**config.mk**
```make
export PLATFORM = sky130hd
export DESIGN_NAME = mdio_cmd_ctrl
export DESIGN_NICKNAME = d
export VERILOG_FILES = /design/src/rtl/mdio_cmd_pkg.sv /design/src/rtl/mdio_mdc_div.sv /design/src/rtl/mdio_frame_eng.sv /design/src/rtl/mdio_csr.sv /design/src/rtl/mdio_cmd_ctrl.sv
export SDC_FILE = /design/constraint.sdc
export NUM_CORES = 1
export LEC_CHECK = 0
export ABC_CLOCK_PERIOD_IN_PS = 2300
export BUFFER_PORTS_ARGS = -buffer_cell sky130_fd_sc_hd__buf_2
export CORE_ASPECT_RATIO = 0.5
export CORE_UTILIZATION = 45
export CTS_CLUSTER_DIAMETER = 40
export DETAILED_ROUTE_END_ITERATION = 16
export SLEW_MARGIN = 20
export SYNTH_ARGS = -nofsm -noshare
export SYNTH_HDL_FRONTEND = slang
export SYNTH_SLANG_ARGS = --single-unit
```
**constraint.sdc**
```tcl
create_clock -name clk -period 2.3 [get_ports clk]
set_input_delay 0.345 -clock clk [delete_from_list [all_inputs] [get_ports clk]]
set_output_delay 0.345 -clock clk [all_outputs]
set_load 0.01 [all_outputs]
```
**src/rtl/mdio_cmd_pkg.sv**
```systemverilog
package mdio_cmd_pkg;
   localparam int CSR_W      = 32;
   localparam int START_BIT  = 20;
   localparam int RD_BIT     = 17;
   localparam int WR_BIT     = 16;
   localparam int PHY_LSB    = 8;
   localparam int REG_LSB    = 0;
   localparam int ADR_W      = 5;
   localparam int DATA_W     = 16;
   localparam int PRE_BITS   = 32;
   localparam int FRAME_BITS = PRE_BITS + 2 + 2 + 2 * ADR_W + 2 + DATA_W;
   localparam int TA_POS     = FRAME_BITS - DATA_W - 2;

   typedef enum logic [1:0] {
      SEL_CMD  = 2'd0,
      SEL_DATA = 2'd1,
      SEL_STAT = 2'd2
   } sel_e;

   typedef enum logic {
      OP_WRITE = 1'b0,
      OP_READ  = 1'b1
   } op_e;

   typedef struct packed {
      op_e              op;
      logic [ADR_W-1:0] phy;
      logic [ADR_W-1:0] regad;
   } req_t;
endpackage

```
**src/rtl/mdio_mdc_div.sv**
```systemverilog
module mdio_mdc_div #(
   parameter int HALF = 2
) (
   input  logic clk,
   input  logic rst_n,
   input  logic run,
   output logic mdc,
   output logic rise,
   output logic fall
);
   logic mdc_q;
   logic tick;

   initial assert (HALF >= 1) else $error("mdio_mdc_div: HALF must be at least 1");

   generate
      if (HALF == 1) begin : g_fast
         always_ff @(posedge clk or negedge rst_n) begin
            if (!rst_n)      mdc_q <= 1'b0;
            else if (!run)   mdc_q <= 1'b0;
            else             mdc_q <= ~mdc_q;
         end
         assign tick = run;
      end else begin : g_count
         localparam int CW = $clog2(HALF);
         logic [CW-1:0] cnt_q;
         always_ff @(posedge clk or negedge rst_n) begin
            if (!rst_n) begin
               cnt_q <= '0;
               mdc_q <= 1'b0;
            end else if (!run) begin
               cnt_q <= '0;
               mdc_q <= 1'b0;
            end else if (cnt_q == CW'(HALF - 1)) begin
               cnt_q <= '0;
               mdc_q <= ~mdc_q;
            end else begin
               cnt_q <= cnt_q + 1'b1;
            end
         end
         assign tick = run && (cnt_q == CW'(HALF - 1));
      end
   endgenerate

   assign mdc  = mdc_q;
   assign rise = tick && !mdc_q;
   assign fall = tick && mdc_q;

   assert_idle_low_R7: assert property (@(posedge clk) disable iff (!rst_n)
      !run |=> !mdc);
endmodule

```
**src/rtl/mdio_frame_eng.sv**
```systemverilog
module mdio_frame_eng
   import mdio_cmd_pkg::*;
(
   input  logic              clk,
   input  logic              rst_n,
   input  logic              launch,
   input  req_t              req,
   input  logic [DATA_W-1:0] wdata,
   input  logic              rise,
   input  logic              fall,
   input  logic              mdio_i,
   output logic              busy,
   output logic              mdio_o,
   output logic              mdio_oe,
   output logic              done,
   output logic              rd_done,
   output logic [DATA_W-1:0] rd_word,
   output logic              rd_fail
);
   localparam int CNT_W  = $clog2(FRAME_BITS);
   localparam int LAST   = FRAME_BITS - 1;
   localparam int TA2    = TA_POS + 1;
   localparam int DSTART = TA_POS + 2;

   logic                  active_q;
   op_e                   op_q;
   logic [CNT_W-1:0]      cnt_q;
   logic [FRAME_BITS-1:0] shreg_q;
   logic [DATA_W-1:0]     rx_q;
   logic                  fail_q;
   logic [FRAME_BITS-1:0] frame_w;
   logic                  is_rd;
   logic                  last_w;

   always_comb begin
      is_rd   = (req.op == OP_READ);
      frame_w = {{PRE_BITS{1'b1}}, 2'b01,
                 is_rd ? 2'b10 : 2'b01,
                 req.phy, req.regad,
                 is_rd ? 2'b11 : 2'b10,
                 is_rd ? {DATA_W{1'b1}} : wdata};
   end

   assign last_w = active_q && fall && (cnt_q == CNT_W'(LAST));

   always_ff @(posedge clk or negedge rst_n) begin
      if (!rst_n) begin
         active_q <= 1'b0;
         op_q     <= OP_WRITE;
         cnt_q    <= '0;
         shreg_q  <= '0;
         rx_q     <= '0;
         fail_q   <= 1'b0;
      end else if (launch && !active_q) begin
         active_q <= 1'b1;
         op_q     <= req.op;
         cnt_q    <= '0;
         shreg_q  <= frame_w;
         rx_q     <= '0;
         fail_q   <= 1'b0;
      end else if (active_q) begin
         if (rise && op_q == OP_READ) begin
            if (cnt_q == CNT_W'(TA2))
               fail_q <= mdio_i;
            else if (cnt_q >= CNT_W'(DSTART))
               rx_q <= {rx_q[DATA_W-2:0], mdio_i};
         end
         if (fall) begin
            if (last_w) begin
               active_q <= 1'b0;
            end else begin
               cnt_q   <= cnt_q + 1'b1;
               shreg_q <= {shreg_q[FRAME_BITS-2:0], 1'b1};
            end
         end
      end
   end

   assign busy    = active_q;
   assign mdio_o  = shreg_q[FRAME_BITS-1];
   assign mdio_oe = active_q && (op_q == OP_WRITE || cnt_q < CNT_W'(TA_POS));
   assign done    = last_w;
   assign rd_done = last_w && (op_q == OP_READ);
   assign rd_word = rx_q;
   assign rd_fail = fail_q;

   assert_strobe_excl_R7: assert property (@(posedge clk) disable iff (!rst_n)
      !(rise && fall));
   assert_done_clears_R1: assert property (@(posedge clk) disable iff (!rst_n)
      done |=> !busy);
endmodule

```
**src/rtl/mdio_csr.sv**
```systemverilog
module mdio_csr
   import mdio_cmd_pkg::*;
(
   input  logic              clk,
   input  logic              rst_n,
   input  logic              csr_we,
   input  logic [1:0]        csr_sel,
   input  logic [CSR_W-1:0]  csr_wdata,
   output logic [CSR_W-1:0]  csr_rdata,
   input  logic              busy,
   input  logic              rd_done,
   input  logic [DATA_W-1:0] rd_word,
   input  logic              rd_fail,
   output logic              launch,
   output req_t              req,
   output logic [DATA_W-1:0] wdata_lo
);
   logic              rdsel_q, wrsel_q, bad_q;
   logic [ADR_W-1:0]  phy_q, reg_q;
   logic [DATA_W-1:0] lo_q, hi_q;
   logic              cmd_we, data_we, accept;
   logic [CSR_W-1:0]  cmd_rb;
   logic              unused_bits;

   assign cmd_we  = csr_we && (csr_sel == SEL_CMD);
   assign data_we = csr_we && (csr_sel == SEL_DATA);
   assign accept  = cmd_we && !busy;
   assign launch  = accept && csr_wdata[START_BIT] &&
                    (csr_wdata[RD_BIT] || csr_wdata[WR_BIT]);

   always_comb begin
      req.op    = csr_wdata[RD_BIT] ? OP_READ : OP_WRITE;
      req.phy   = csr_wdata[PHY_LSB +: ADR_W];
      req.regad = csr_wdata[REG_LSB +: ADR_W];
   end

   always_ff @(posedge clk or negedge rst_n) begin
      if (!rst_n) begin
         rdsel_q <= 1'b0;
         wrsel_q <= 1'b0;
         phy_q   <= '0;
         reg_q   <= '0;
         lo_q    <= '0;
         hi_q    <= '0;
         bad_q   <= 1'b0;
      end else begin
         if (accept) begin
            rdsel_q <= csr_wdata[RD_BIT];
            wrsel_q <= csr_wdata[WR_BIT];
            phy_q   <= csr_wdata[PHY_LSB +: ADR_W];
            reg_q   <= csr_wdata[REG_LSB +: ADR_W];
         end
         if (data_we) lo_q <= csr_wdata[DATA_W-1:0];
         if (rd_done) begin
            hi_q  <= rd_word;
            bad_q <= rd_fail;
         end
      end
   end

   always_comb begin
      cmd_rb                        = '0;
      cmd_rb[START_BIT]             = busy;
      cmd_rb[RD_BIT]                = rdsel_q;
      cmd_rb[WR_BIT]                = wrsel_q;
      cmd_rb[PHY_LSB +: ADR_W]      = phy_q;
      cmd_rb[REG_LSB +: ADR_W]      = reg_q;
      if (csr_sel == SEL_CMD)       csr_rdata = cmd_rb;
      else if (csr_sel == SEL_DATA) csr_rdata = {hi_q, lo_q};
      else if (csr_sel == SEL_STAT) csr_rdata = {{(CSR_W-1){1'b0}}, bad_q};
      else                          csr_rdata = '0;
   end

   assign wdata_lo    = lo_q;
   assign unused_bits = ^{csr_wdata[CSR_W-1:START_BIT+1], csr_wdata[START_BIT-1:RD_BIT+1]};

   assert_ignore_busy_R8: assert property (@(posedge clk) disable iff (!rst_n)
      (busy && cmd_we) |=> ($stable(phy_q) && $stable(reg_q) && $stable(rdsel_q)));
   assert_hi_hold_R9: assert property (@(posedge clk) disable iff (!rst_n)
      !rd_done |=> $stable(hi_q));
endmodule

```
**src/rtl/mdio_cmd_ctrl.sv**
```systemverilog
module mdio_cmd_ctrl
   import mdio_cmd_pkg::*;
#(
   parameter int MDC_HALF = 2
) (
   input  logic        clk,
   input  logic        rst_n,
   input  logic        csr_we,
   input  logic [1:0]  csr_sel,
   input  logic [31:0] csr_wdata,
   output logic [31:0] csr_rdata,
   output logic        mdc,
   output logic        mdio_o,
   output logic        mdio_oe,
   input  logic        mdio_i
);
   logic              busy, launch, rise, fall, done, rd_done, rd_fail;
   req_t              req;
   logic [DATA_W-1:0] wdata_lo, rd_word;

   mdio_csr u_csr (
      .clk, .rst_n, .csr_we, .csr_sel, .csr_wdata, .csr_rdata,
      .busy, .rd_done, .rd_word, .rd_fail,
      .launch, .req, .wdata_lo
   );

   mdio_mdc_div #(.HALF(MDC_HALF)) u_div (
      .clk, .rst_n, .run(busy), .mdc, .rise, .fall
   );

   mdio_frame_eng u_eng (
      .clk, .rst_n, .launch, .req, .wdata(wdata_lo), .rise, .fall, .mdio_i,
      .busy, .mdio_o, .mdio_oe, .done, .rd_done, .rd_word, .rd_fail
   );

   assert_launch_busy_R1: assert property (@(posedge clk) disable iff (!rst_n)
      launch |=> busy);
   assert_mdio_stable_R7: assert property (@(posedge clk) disable iff (!rst_n)
      mdc |-> $stable(mdio_o));
endmodule

```
# Word level (Yosys, flattened, before mapping)
# Cells that the tools add are included.
# classes
add_sub_neg	2
n_lt_le_gt_ge	2
eq_ne	7
mux	32
bitwise	2
reduce_logical	27
# op_table
op	count
64-bit two-way mux	4
16-bit two-way mux	6
32-bit two-way mux	2
6-bit two-way mux	4
1-bit two-way mux	15
1-bit logical AND	14
6-bit equality test, second input constant	2
2-bit nonzero test	5
6-bit by 1-bit adder with 6-bit output, second input constant	1
6-bit >= comparator, second input constant	1
6-bit < comparator, second input constant	1
3-bit AND reduction	2
2-bit != test, second input constant	2
4-bit AND reduction	1
2-bit by 1-bit equality test with 1-bit output, second input constant	1
2-bit equality test, second input constant	1
1-bit logical NOT	2
2-bit logical NOT	1
1-bit logical OR	2
2-bit two-way mux	1
2-bit by 1-bit != test with 1-bit output, second input constant	1
1-bit NOT	2
1-bit adder, second input constant	1
# totals
register_bits	136
input_bits	38
out_inout_bits	35
word_cells	87

# Longest topological paths before layout
# Gate-level depths: netlist of the first run.
# logic_depth
ltp_word	8
mapped_depth	7
mapped_depth_nobuf	5

# Cells and area by module
# A second synthesis of the first run with hierarchy kept.
# unflattened
cells_unflattened	585
hier_area_um2	6045.8
# by_module_without_submodules
module	n_inst	cells_each	area_per_inst_um2	seq_area_each_um2
mdio_frame_eng	1	417	3819.9	2227.1
mdio_csr	1	160	2137.0	1126.1
mdio_mdc_div	1	8	88.8	50.0

# Worst setup path after synthesis of the first run
# OpenSTA, ideal clock, no wires.
# synth_timing
kind	reg2reg
from	reg u_eng.cnt_q[0]
to	reg u_csr.bad_q
setup_time_ns	0.125
t_arrival_ns	1.692
required_time_ns	2.175
setup_slack_ns	0.483
stages_incl_launch_ff	8
path_buffers	2
synth_period_minus_slack_ns	1.817
path_cell_list	dfrtp_1 -> ha_1 -> nand3_1 -> nor2_1 -> and3_1 -> buf_2 -> buf_4 -> mux2_2
# synth_via
elab_chain_cells	3
# synth_rtl
item	line	text
start, declared	mdio_frame_eng.sv:27	logic [CNT_W-1:0] cnt_q;
start signal, assigned	mdio_frame_eng.sv:72	cnt_q <= cnt_q + 1'b1;
6-bit equality test	mdio_frame_eng.sv:44	assign last_w = active_q && fall && (cnt_q == CNT_W'(LAST));
1-bit logical AND	mdio_frame_eng.sv:44	
1-bit logical AND	mdio_frame_eng.sv:83	assign rd_done = last_w && (op_q == OP_READ);
end signal, assigned	mdio_csr.sv:56	bad_q <= rd_fail;
end, declared	mdio_csr.sv:18	logic rdsel_q, wrsel_q, bad_q;
# Every way passes these cells.
# A chain may end at the register's enable or synchronous reset.

# Final worst setup path of the first run
# layout_timing
from	reg u_eng.active_q, in the netlist u_eng.busy
to	reg u_eng.shreg_q[20]
# layout_via
elab_chain_cells	7
word_cells_on_any_way	14
cone_classes	eq/ne (1); mux (1); reduce/logical (12)
# layout_rtl
item	line	text
start, declared	mdio_frame_eng.sv:25	logic active_q;
start signal, assigned	mdio_frame_eng.sv:48	active_q <= 1'b0;
start signal, assigned	mdio_frame_eng.sv:55	active_q <= 1'b1;
start signal, assigned	mdio_frame_eng.sv:70	active_q <= 1'b0;
1-bit logical NOT	mdio_frame_eng.sv:54, mdio_csr.sv:27	
1-bit logical AND	mdio_csr.sv:27	assign accept = cmd_we && !busy;
1-bit logical AND (2 in series)	mdio_csr.sv:28	assign launch = accept && csr_wdata[START_BIT] &&
1-bit logical AND	mdio_frame_eng.sv:54	end else if (launch && !active_q) begin
2-bit != test (no source line) or 2-bit nonzero test (tied branches)	n/a	
3-bit AND reduction (no source line)	n/a	
end signal, assigned	mdio_frame_eng.sv:58	shreg_q <= frame_w;
end signal, assigned	mdio_frame_eng.sv:73	shreg_q <= {shreg_q[FRAME_BITS-2:0], 1'b1};
end, declared	mdio_frame_eng.sv:28	logic [FRAME_BITS-1:0] shreg_q;
# Several ways; a longest one is shown, not always the timed one.

==> results of run 1 <==
==> final cells by class <==
class	instances	area share
clock inverter	12	0.0317
sequential	136	0.481
tap	170	0.0301
clock buffer	18	0.0621
multi-input combinational	372	0.325
timing repair buffer	78	0.0703
==> worst reg2reg max path: stages (launching register included) <==
cell,delay (ns)
dfrtp_1,0.50
and3_1,0.26
o21a_2,0.17
nor2_2,0.82
a21o_1,0.24
==> logic make-up (layout without fill, tap and decap cells) <==
group | Yosys count | count (layout) | synth area share
simple gates | 226 | 226 | 0.173
compound gates | 81 | 81 | 0.0971
mux | 60 | 60 | 0.112
flops | 136 | 136 | 0.579
buf+inv | 36 | 108 | 0.0307
fa+ha+maj | 1 | 1 | 0.00213
xor+xnor | 4 | 4 | 0.00597
==> power groups by stage <==
| stage | Clock [mW] | Sequential [mW] | Combinational, mW |
|---|---|---|---|
| floorplan | 0 | 3.75 | 1.33 |
| global placement | 0 | 3.90 | 1.66 |
| detailed placement | 0 | 3.90 | 1.72 |
| CTS | 3.15 | 3.88 | 1.73 |
| global route | 3.24 | 4.01 | 1.94 |
| finish | 3.08 | 3.88 | 1.69 |
==> placed cells by master (no fill, tap or decap), types with 11 or more instances in the layout <==
cell type	synthesis	routed
nand2_1	115	115
a21oi_1	33	33
mux2i_1	15	15
nor2_1	32	32
a21o_1	11	11
buf_2	15	58
dfrtp_1	136	136
buf_4	5	14
o2bb2ai_1	15	15
mux2_2	45	45
nand3_1	45	45
clkbuf_16	0	17
and2_1	21	21
==> cell usage after synthesis, drive strengths merged <==
master	instances	share of area
mux2	45	0.086
nor4	1	0.0011
buf	25	0.024
or3	1	0.0011
xnor2	1	0.0015
and3	4	0.0043
nor2b	2	0.0021
ha	1	0.0021
o2bb2ai	15	0.022
nand2	115	0.073
o2111ai	2	0.0030
nand4	1	0.0011
nand3	45	0.038
o21a	2	0.0026
a21o	11	0.014
xor2	3	0.0045
dfrtp	136	0.58
o32a	1	0.0017
nor3	1	0.00085
clkbuf	11	0.0070
o211ai	2	0.0034
nand4b	1	0.0026
nor2	33	0.022
o211a	1	0.0030
o31ai	1	0.0013
a31oi	1	0.0011
nor4b	1	0.0040
o21ai	2	0.0017
mux2i	15	0.026
a22o	10	0.015
a21oi	33	0.028
and2	21	0.022
==> final timing paths <==
path                                   start            endpoint  slack [ns]  cells past startpoint
max in group asynchronous              rst_n   u_eng.rd_word[11]        1.16                      3
setup reg to reg                  u_eng.busy   u_eng.shreg_q[20]        0.26                      4
min in group asynchronous              rst_n   u_eng.shreg_q[54]        0.45                      2
hold reg to reg            u_eng.shreg_q[26]   u_eng.shreg_q[26]        0.48                      1
hold / removal                 csr_wdata[14]  u_csr.wdata_lo[14]        0.17                      2
setup / recovery                  u_eng.busy   u_eng.shreg_q[20]        0.26                      4
==> sequential cells by signal, indices dropped and copies added (netlist names) <==
name,count
u_eng.cnt_q,6
u_div.g_count.cnt_q,1
u_eng.rd_word,16
u_csr.rdsel_q,1
u_csr.hi_q,16
u_eng.busy,1
u_csr.wrsel_q,1
u_csr.phy_q,5
u_div.mdc,1
u_eng.rd_fail,1
u_csr.reg_q,5
u_csr.bad_q,1
u_eng.op_q,1
u_eng.shreg_q,64
u_csr.wdata_lo,16
==> what timing repair did <==
item / CTS / global route
hold endpoints to repair: 47 / 0
hold buffers: 1 / 0
setup endpoints to repair: 0 / 0
==> through the flow <==
stage               hold slack, ns  std cells
CTS                          0.157        786
global placement             0.323        755
finish                       0.170        786
global route                 0.156        786
floorplan                   0.0494        544
detailed placement           0.327        755
==> metal layers <==
metal,up-vias,global-route usage
met3,9,0.0537
met4,0,0.0500
met5,-,0
li1,1995,-
met2,78,0.289
met1,2045,0.269
==> impl_metrics.tcl, run 1 <==
set metrics [dict create \
    ant_nets 0 \
    post_cts_buffers 0 \
    slowest_stage "nor2_2" \
    hp-class "input port to flop" \
    cp_slowest_stage_delay_ns 0.82 \
    arrival_ns 2.39 \
    status "finished clean" \
    synthesis.area_um2 5870 \
    p_switching_mw 2.44 \
    port_buffers 59 \
    wl_met1_um 5960 \
    drtIter0Drc 259 \
    grtUsageTotal 0.190 \
    cts_tree "done" \
    grt_pass1_vias 3755 \
    clkPwrFrac 0.356 \
    initial_utilization 0.462 \
    coreArea_um2 12700 \
    drt_first_pass_iters 5 \
    multiInputGateArea_um2 2290 \
    powerDensity_nw_per_um2 1220 \
    cap_violations 0 \
    synthCells 544 \
    dp_slack_ns 0.248 \
    htreeDepth 4 \
    p_int_mw 6.21 \
    placed_cell_area_um2 6400 \
    die_height_um 82.8 \
    finalCritPeriodShare 0.888 \
    end_kind "flop" \
    tns_ns 0 \
    crit_path_start_kind "flop" \
    clk_path_buf_depth 2 \
    rsz0062_at_grt "false" \
    cts.sinks 136 \
    top_layer "met4" \
    synth-seq-cells 136 \
    dr_total_vias 4127 \
    antenna_found_initial 0 \
    slew_headroom 0.272 \
    drt_wl_total_um 12000 \
    critPathBufInv 0 \
    skew_ns 0.0115 \
    p_leak_nw 3.45 \
    rows 29 \
    design_area_um2 7070 \
    hpwl_um 7400 \
    peakVddDrop_mv 0.598 \
    areaGrowthSynthToFinish_pct 20.4 \
    wl_met2_um 5490 \
    final_util 0.557 \
    nets 644 \
    tightest_slew_ns 1.09 \
    dieArea_um2 13500 \
    grt_overflow 0 \
    drcViolationCount 0 \
    drive_gt1_frac 0.258 \
    grt_pass1_wl_um 19600 \
    finalSetupViolations 0 \
    cts_root_buf "clkbuf_16" \
    finalHoldViolCount 0 \
    avgViaCountPerCell 5.25 \
    pwr-share-comb 0.196 \
    seqCellArea_um2 3400 \
    grt_max_degree 68 \
    pwr-share-seq 0.448 \
    min_period_ns 2.04 \
    fmaxAchievable_mhz 490 \
    clkTransAtPathRegs_ns 0.06 \
    io_pins 73 \
    die_width_um 164 \
    total_power_mw 8.65 \
    worstSkewPairLatency_ns 0.41 \
    avgSynthCellArea_um2 10.8 \
    worstPathCellList "and3_1 -> o21a_2 -> nor2_2 -> a21o_1" \
    cp_data_required_time_ns 2.65 \
    n_antenna_cell 0 \
    nFillCells 1093 \
    crit_fanout 25 \
    place_congestion 0.761 \
    cts_buffers 17 \
    synth.distinct_cells 38 \
    worstSetupPathType "flop to flop" \
    layout_setup_ws_ns 0.257 \
    detail_route.wl_per_cell_um 15.2 \
    synth_nets 583 \
    sw_frac_of_total 0.282 \
    cp_top_family "simple AND/OR/NAND/NOR gates" \
    cts_resized 0 \
    met3_length_um 439 \
    ys_seq_area_frac 0.579 \
    yosys_warnings 0 \
    drv_slew 0 \
]
Power figures use the tool's default switching activity.
==> run 2, diff against run 1 <==
CORE_MARGIN = 2   (was not set)
CORE_UTILIZATION = 40   (was 45)
==> run 2 against run 1 <==
- first-iteration DRC count rose by 6.9%
- wire length rose by 2.3%
- hold slack got worse by 0.0068 ns
- global-route usage fell by 2.4 points
- via count rose by 0.31%
- cell count rose by 3.7%
- fmax rose by 0.86%
- critical path depth rose by 1
- sequential share of layout area rose by 0.051 points
- sequential power barely moved
- setup slack improved by 0.017 ns
==> impl_metrics.tcl, run 2 (synthesized netlist as in run 1, its figures left out) <==
set metrics [dict create \
    detail_route.wl_per_cell_um 15.0 \
    port_buffers 59 \
    cap_violations 0 \
    drtIter0Drc 277 \
    io_pins 73 \
    tightest_slew_ns 1.03 \
    dr_total_vias 4140 \
    dieArea_um2 15700 \
    regMostFlops "u_eng.shreg_q" \
    total_power_mw 8.51 \
    peakVddDrop_mv 0.582 \
    cts_tree "done" \
    largest_register_ffs 64 \
    grt_max_degree 68 \
    fin_worst_hold_slack_ns 0.164 \
    finalCritPeriodShare 0.881 \
    ant_nets 0 \
    n_antenna_cell 0 \
    design_area_um2 7060 \
    cts_buffers 17 \
    end_kind "flop" \
    clk_path_buf_depth 2 \
    crit_fanout 25 \
    coreArea_um2 14400 \
    areaGrowthSynthToFinish_pct 20.3 \
    drt_first_pass_iters 4 \
    final_util 0.491 \
    place_congestion 0.744 \
    die_width_um 175 \
    grt_pass1_vias 3961 \
    hpwl_um 7590 \
    clkTransAtPathRegs_ns 0.06 \
    cts_root_buf "clkbuf_16" \
    slew_headroom 0.312 \
    final_cell_mix "136 x dfrtp_1, 115 x nand2_1, 58 x buf_2" \
    nFillCells 1331 \
    final_common_cell "dfrtp_1" \
    drt_wl_total_um 12200 \
    hp-class "input port to flop" \
    avgViaCountPerCell 5.08 \
    cts.sinks 136 \
    drcViolationCount 0 \
    placed_cell_area_um2 6410 \
    finalHoldViolCount 0 \
    grtUsageTotal 0.166 \
    cp_data_required_time_ns 2.65 \
    htreeDepth 4 \
    status "finished clean" \
    die_height_um 89.7 \
    holdBufCountCts 1 \
    nets 643 \
    grt_pass1_wl_um 20400 \
    initial_utilization 0.408 \
    worstSetupPathType "flop to flop" \
    rsz0062_at_grt "false" \
    grt_overflow 0 \
    fmaxAchievable_mhz 494 \
    p_leak_nw 3.43 \
    arrival_ns 2.37 \
    drv_slew 0 \
    rows 31 \
    finalSetupViolations 0 \
    post_cts_buffers 0 \
    antenna_found_initial 0 \
    skew_ns 0.0114 \
    powerDensity_nw_per_um2 1200 \
    tns_ns 0 \
    crit_path_start_kind "flop" \
    min_period_ns 2.03 \
    drive_gt1_frac 0.258 \
    worstSkewPairLatency_ns 0.41 \
    cts_resized 0 \
]
run 2: cell types whose count changed in the layout (fill, tap and decap cells not counted), sizes merged:
| cell | before | now |
|---|---|---|
| clkinvlp | 1 | 3 |
| inv | 1 | 0 |
| buf | 77 | 76 |
| bufinv | 6 | 4 |
| clkbuf | 18 | 21 |
run 2: power by group:
part           switching [mW]  internal, mW  leakage, nW
Combinational           0.832         0.851         1.46
Clock                    1.03          1.90        0.305
Sequential              0.589          3.31         1.66
run 2: metal layers:
metal  vias up  wire length (um)  global-route usage
li1       1993                 -                   -
met1      2061              5940               0.225
met2        74              5770               0.266
met3        12               391              0.0383
met4         0               146              0.0652
met5         -                 0                   0
run 2: per-stage QoR:
| stage | cells | worst slack, ns |
|---|---|---|
| 6_report | 815 | 0.275 |
| 3_3_place_gp | 782 | 0.244 |
| 4_1_cts | 815 | 0.233 |
| 5_1_grt | 815 | 0.115 |
| 3_5_place_dp | 782 | 0.269 |
| 2_1_floorplan | 544 | 0.483 |
run 2: worst paths after layout:
check                                  start            endpoint  slack (ns)  depth (start not counted)
max in group asynchronous              rst_n       u_csr.hi_q[5]        1.11                          3
min reg2reg                u_eng.shreg_q[27]   u_eng.shreg_q[27]        0.48                          1
min in group asynchronous              rst_n  u_csr.wdata_lo[13]        0.48                          2
max reg2reg                   u_eng.cnt_q[0]   u_eng.shreg_q[18]        0.27                          5
max                           u_eng.cnt_q[0]   u_eng.shreg_q[18]        0.27                          5
min                            csr_wdata[13]  u_csr.wdata_lo[13]        0.16                          2
run 2: final cells by class:
| class | instances | area [um^2] | area share |
|---|---|---|---|
| well taps | 198 | 248 | 0.0351 |
| clock inverters | 11 | 170 | 0.0241 |
| clock buffers | 21 | 470 | 0.0666 |
| flip-flops and latches | 136 | 3400 | 0.482 |
| multi-input cells | 372 | 2290 | 0.325 |
| repair buffers | 77 | 477 | 0.0675 |
run 2: critical path, cell delays in order (launching register included):
cell	delay, ns
dfrtp_1	0.39
ha_1	0.18
nand3_1	0.10
o21a_2	0.26
nor2_2	0.78
a21o_1	0.23
==> run 3, diff against run 2 <==
CORE_UTILIZATION = 55   (was 40)
PLACE_DENSITY = 0.76   (was not set)
SKIP_CTS_REPAIR_TIMING = 1   (was not set)
==> run 3 against run 2 <==
- the flow now finishes with violations (hold timing)
- hold slack lost 0.18 ns
- first-iteration DRC count grew 5.8%
- cell count shrank 7.6%
- register-to-register slack lost 0.06 ns
- non-clock buffer count shrank 3
- largest power group unchanged
==> impl_metrics.tcl, run 3 (synthesized netlist as in run 1, its figures left out) <==
set metrics [dict create \
    status "finished with violations" \
    violations "hold timing" \
    drtIter0Drc 293 \
    clkPwrFrac 0.362 \
    cap_violations 0 \
    nets 640 \
    largest_register_ffs 64 \
    worstSetupPathType "flop to flop" \
    r2r_start "u_eng.busy" \
    final_cell_mix "136 x dfrtp_1, 115 x nand2_1, 58 x buf_2" \
    peakVddDrop_mv 0.770 \
    hp-class "input port to async pin" \
    place_congestion 0.807 \
    cp_slowest_stage_delay_ns 0.50 \
    clkTransAtPathRegs_ns 0.06 \
    die_width_um 150 \
    cts_tree "done" \
    finalCritPeriodShare 0.907 \
    io_pins 73 \
    htreeDepth 4 \
    fin_worst_hold_slack_ns -0.0185 \
    tightest_slew_ns 1.05 \
    grtUsageTotal 0.229 \
    cts_buffers 17 \
    pwr-share-seq 0.443 \
    detail_route.wl_per_cell_um 16.0 \
    drive_gt1_frac 0.256 \
    nFillCells 759 \
    p_leak_nw 3.45 \
    dr_total_vias 4259 \
    final_common_cell "dfrtp_1" \
    final_util 0.682 \
    drt_first_pass_iters 4 \
    die_height_um 77.1 \
    drcViolationCount 0 \
    p_switching_mw 2.48 \
    tns_ns 0 \
    grt_pass1_wl_um 20700 \
    grt_pass1_vias 4178 \
    initial_utilization 0.570 \
    grt_max_degree 68 \
    min_period_ns 2.09 \
    clk_path_buf_depth 2 \
    hpwl_um 7280 \
    worstPathCellList "nor4b_4 -> buf_4 -> nand4b_2 -> nor2_1 -> o2bb2ai_1" \
    rsz0062_at_grt "false" \
    drt_wl_total_um 12100 \
    slowest_stage "dfrtp_1" \
    drv_slew 0 \
    antenna_found_initial 0 \
    coreArea_um2 10300 \
    p_int_mw 6.32 \
    powerDensity_nw_per_um2 1250 \
    final_cells 753 \
    fmaxAchievable_mhz 479 \
    r2r_cells 5 \
    regMostFlops "u_eng.shreg_q" \
    cp_data_required_time_ns 2.59 \
    cts.sinks 136 \
    design_area_um2 7030 \
    port_buffers 59 \
    n_antenna_cell 0 \
    areaGrowthSynthToFinish_pct 19.8 \
    slew_headroom 0.296 \
    arrival_ns 2.38 \
    sw_frac_of_total 0.282 \
    rrSetupSlack_ns 0.21 \
    cts_root_buf "clkbuf_16" \
    pwr-share-comb 0.195 \
    placed_cell_area_um2 6350 \
    finalSetupViolations 0 \
    dp_cells 722 \
    avgViaCountPerCell 5.66 \
    crit_path_start_kind "flop" \
    finalHoldViolCount 36 \
    skew_ns 0.00842 \
    ant_nets 0 \
    worstSkewPairLatency_ns 0.41 \
    dieArea_um2 11600 \
    grt_overflow 0 \
    end_kind "flop" \
    r2r-end "u_eng.shreg_q[7]" \
    crit_fanout 17 \
    rows 26 \
]
==> run 3: changes by cell type in the layout (fill, tap and decap cells not counted) <==
| cell | before | now |
|---|---|---|
| buf_4 | 14 | 11 |
| clkbuf_1 | 1 | 0 |
| clkinvlp_4 | 3 | 2 |
| inv_6 | 0 | 1 |
| clkbuf_8 | 3 | 1 |
| clkinv_4 | 2 | 0 |
| clkinv_2 | 2 | 3 |
| dlygate4sd3_1 | 1 | 0 |
| buf_12 | 3 | 5 |
| bufinv_16 | 4 | 7 |
| buf_6 | 1 | 0 |
==> run 3: power by group through the flow <==
stage          logic (mW)  clock network, mW  registers [mW]
2_1_floorplan        1.33                  0            3.75
3_5_place_dp         1.72                  0            3.91
5_1_grt              1.96               3.33            4.02
6_report             1.72               3.18            3.90
3_3_place_gp         1.64                  0            3.89
4_1_cts              1.74               3.22            3.89
==> run 3: how the worst max path moves through the flow <==
stage	startpoint	endpoint	slack, ns	cells after the start
after detailed placement	csr_sel[0]	u_eng.shreg_q[1]	0.22	6
after floorplan	u_eng.cnt_q[0]	u_csr.bad_q	0.48	7
after global placement	u_eng.cnt_q[0]	u_eng.shreg_q[22]	0.28	5
final	u_eng.busy	u_eng.shreg_q[7]	0.21	5
after global routing	u_eng.busy	u_eng.shreg_q[7]	0.07	5
after CTS	u_eng.busy	u_eng.shreg_q[7]	0.21	5
==> run 3: stage by stage <==
stage	setup WS [ns]	power, mW
final	0.213	8.80
after global placement	0.278	5.53
after floorplan	0.483	5.08
after detailed placement	0.215	5.63
after CTS	0.206	8.85
after global routing	0.0661	9.31
==> run 3: routing by layer <==
metal	GRT usage	wire, um	vias to the layer above	part of all wire
met3	0.0512	493	24	0.041
li1	-	-	1991	-
met5	0	0	-	0
met4	0.0991	262	0	0.022
met1	0.324	5520	2136	0.46
met2	0.343	5790	108	0.48
==> run 3: layout make-up <==
| class | instances | area [um^2] | area share |
|---|---|---|---|
| Sequential cell | 136 | 3400 | 0.484 |
| Multi-Input combinational cell | 372 | 2290 | 0.326 |
| Timing Repair Buffer | 74 | 473 | 0.0672 |
| Clock buffer | 18 | 439 | 0.0624 |
| Clock inverter | 13 | 249 | 0.0354 |
| Tap cell | 140 | 175 | 0.0249 |
==> run 3: critical path, delay by kind of cell, from the launching register on <==
family	cells	cell delay, ns
buf+inv	1	0.33
flops	1	0.50
simple gates	3	1.03
compound gates	1	0.11
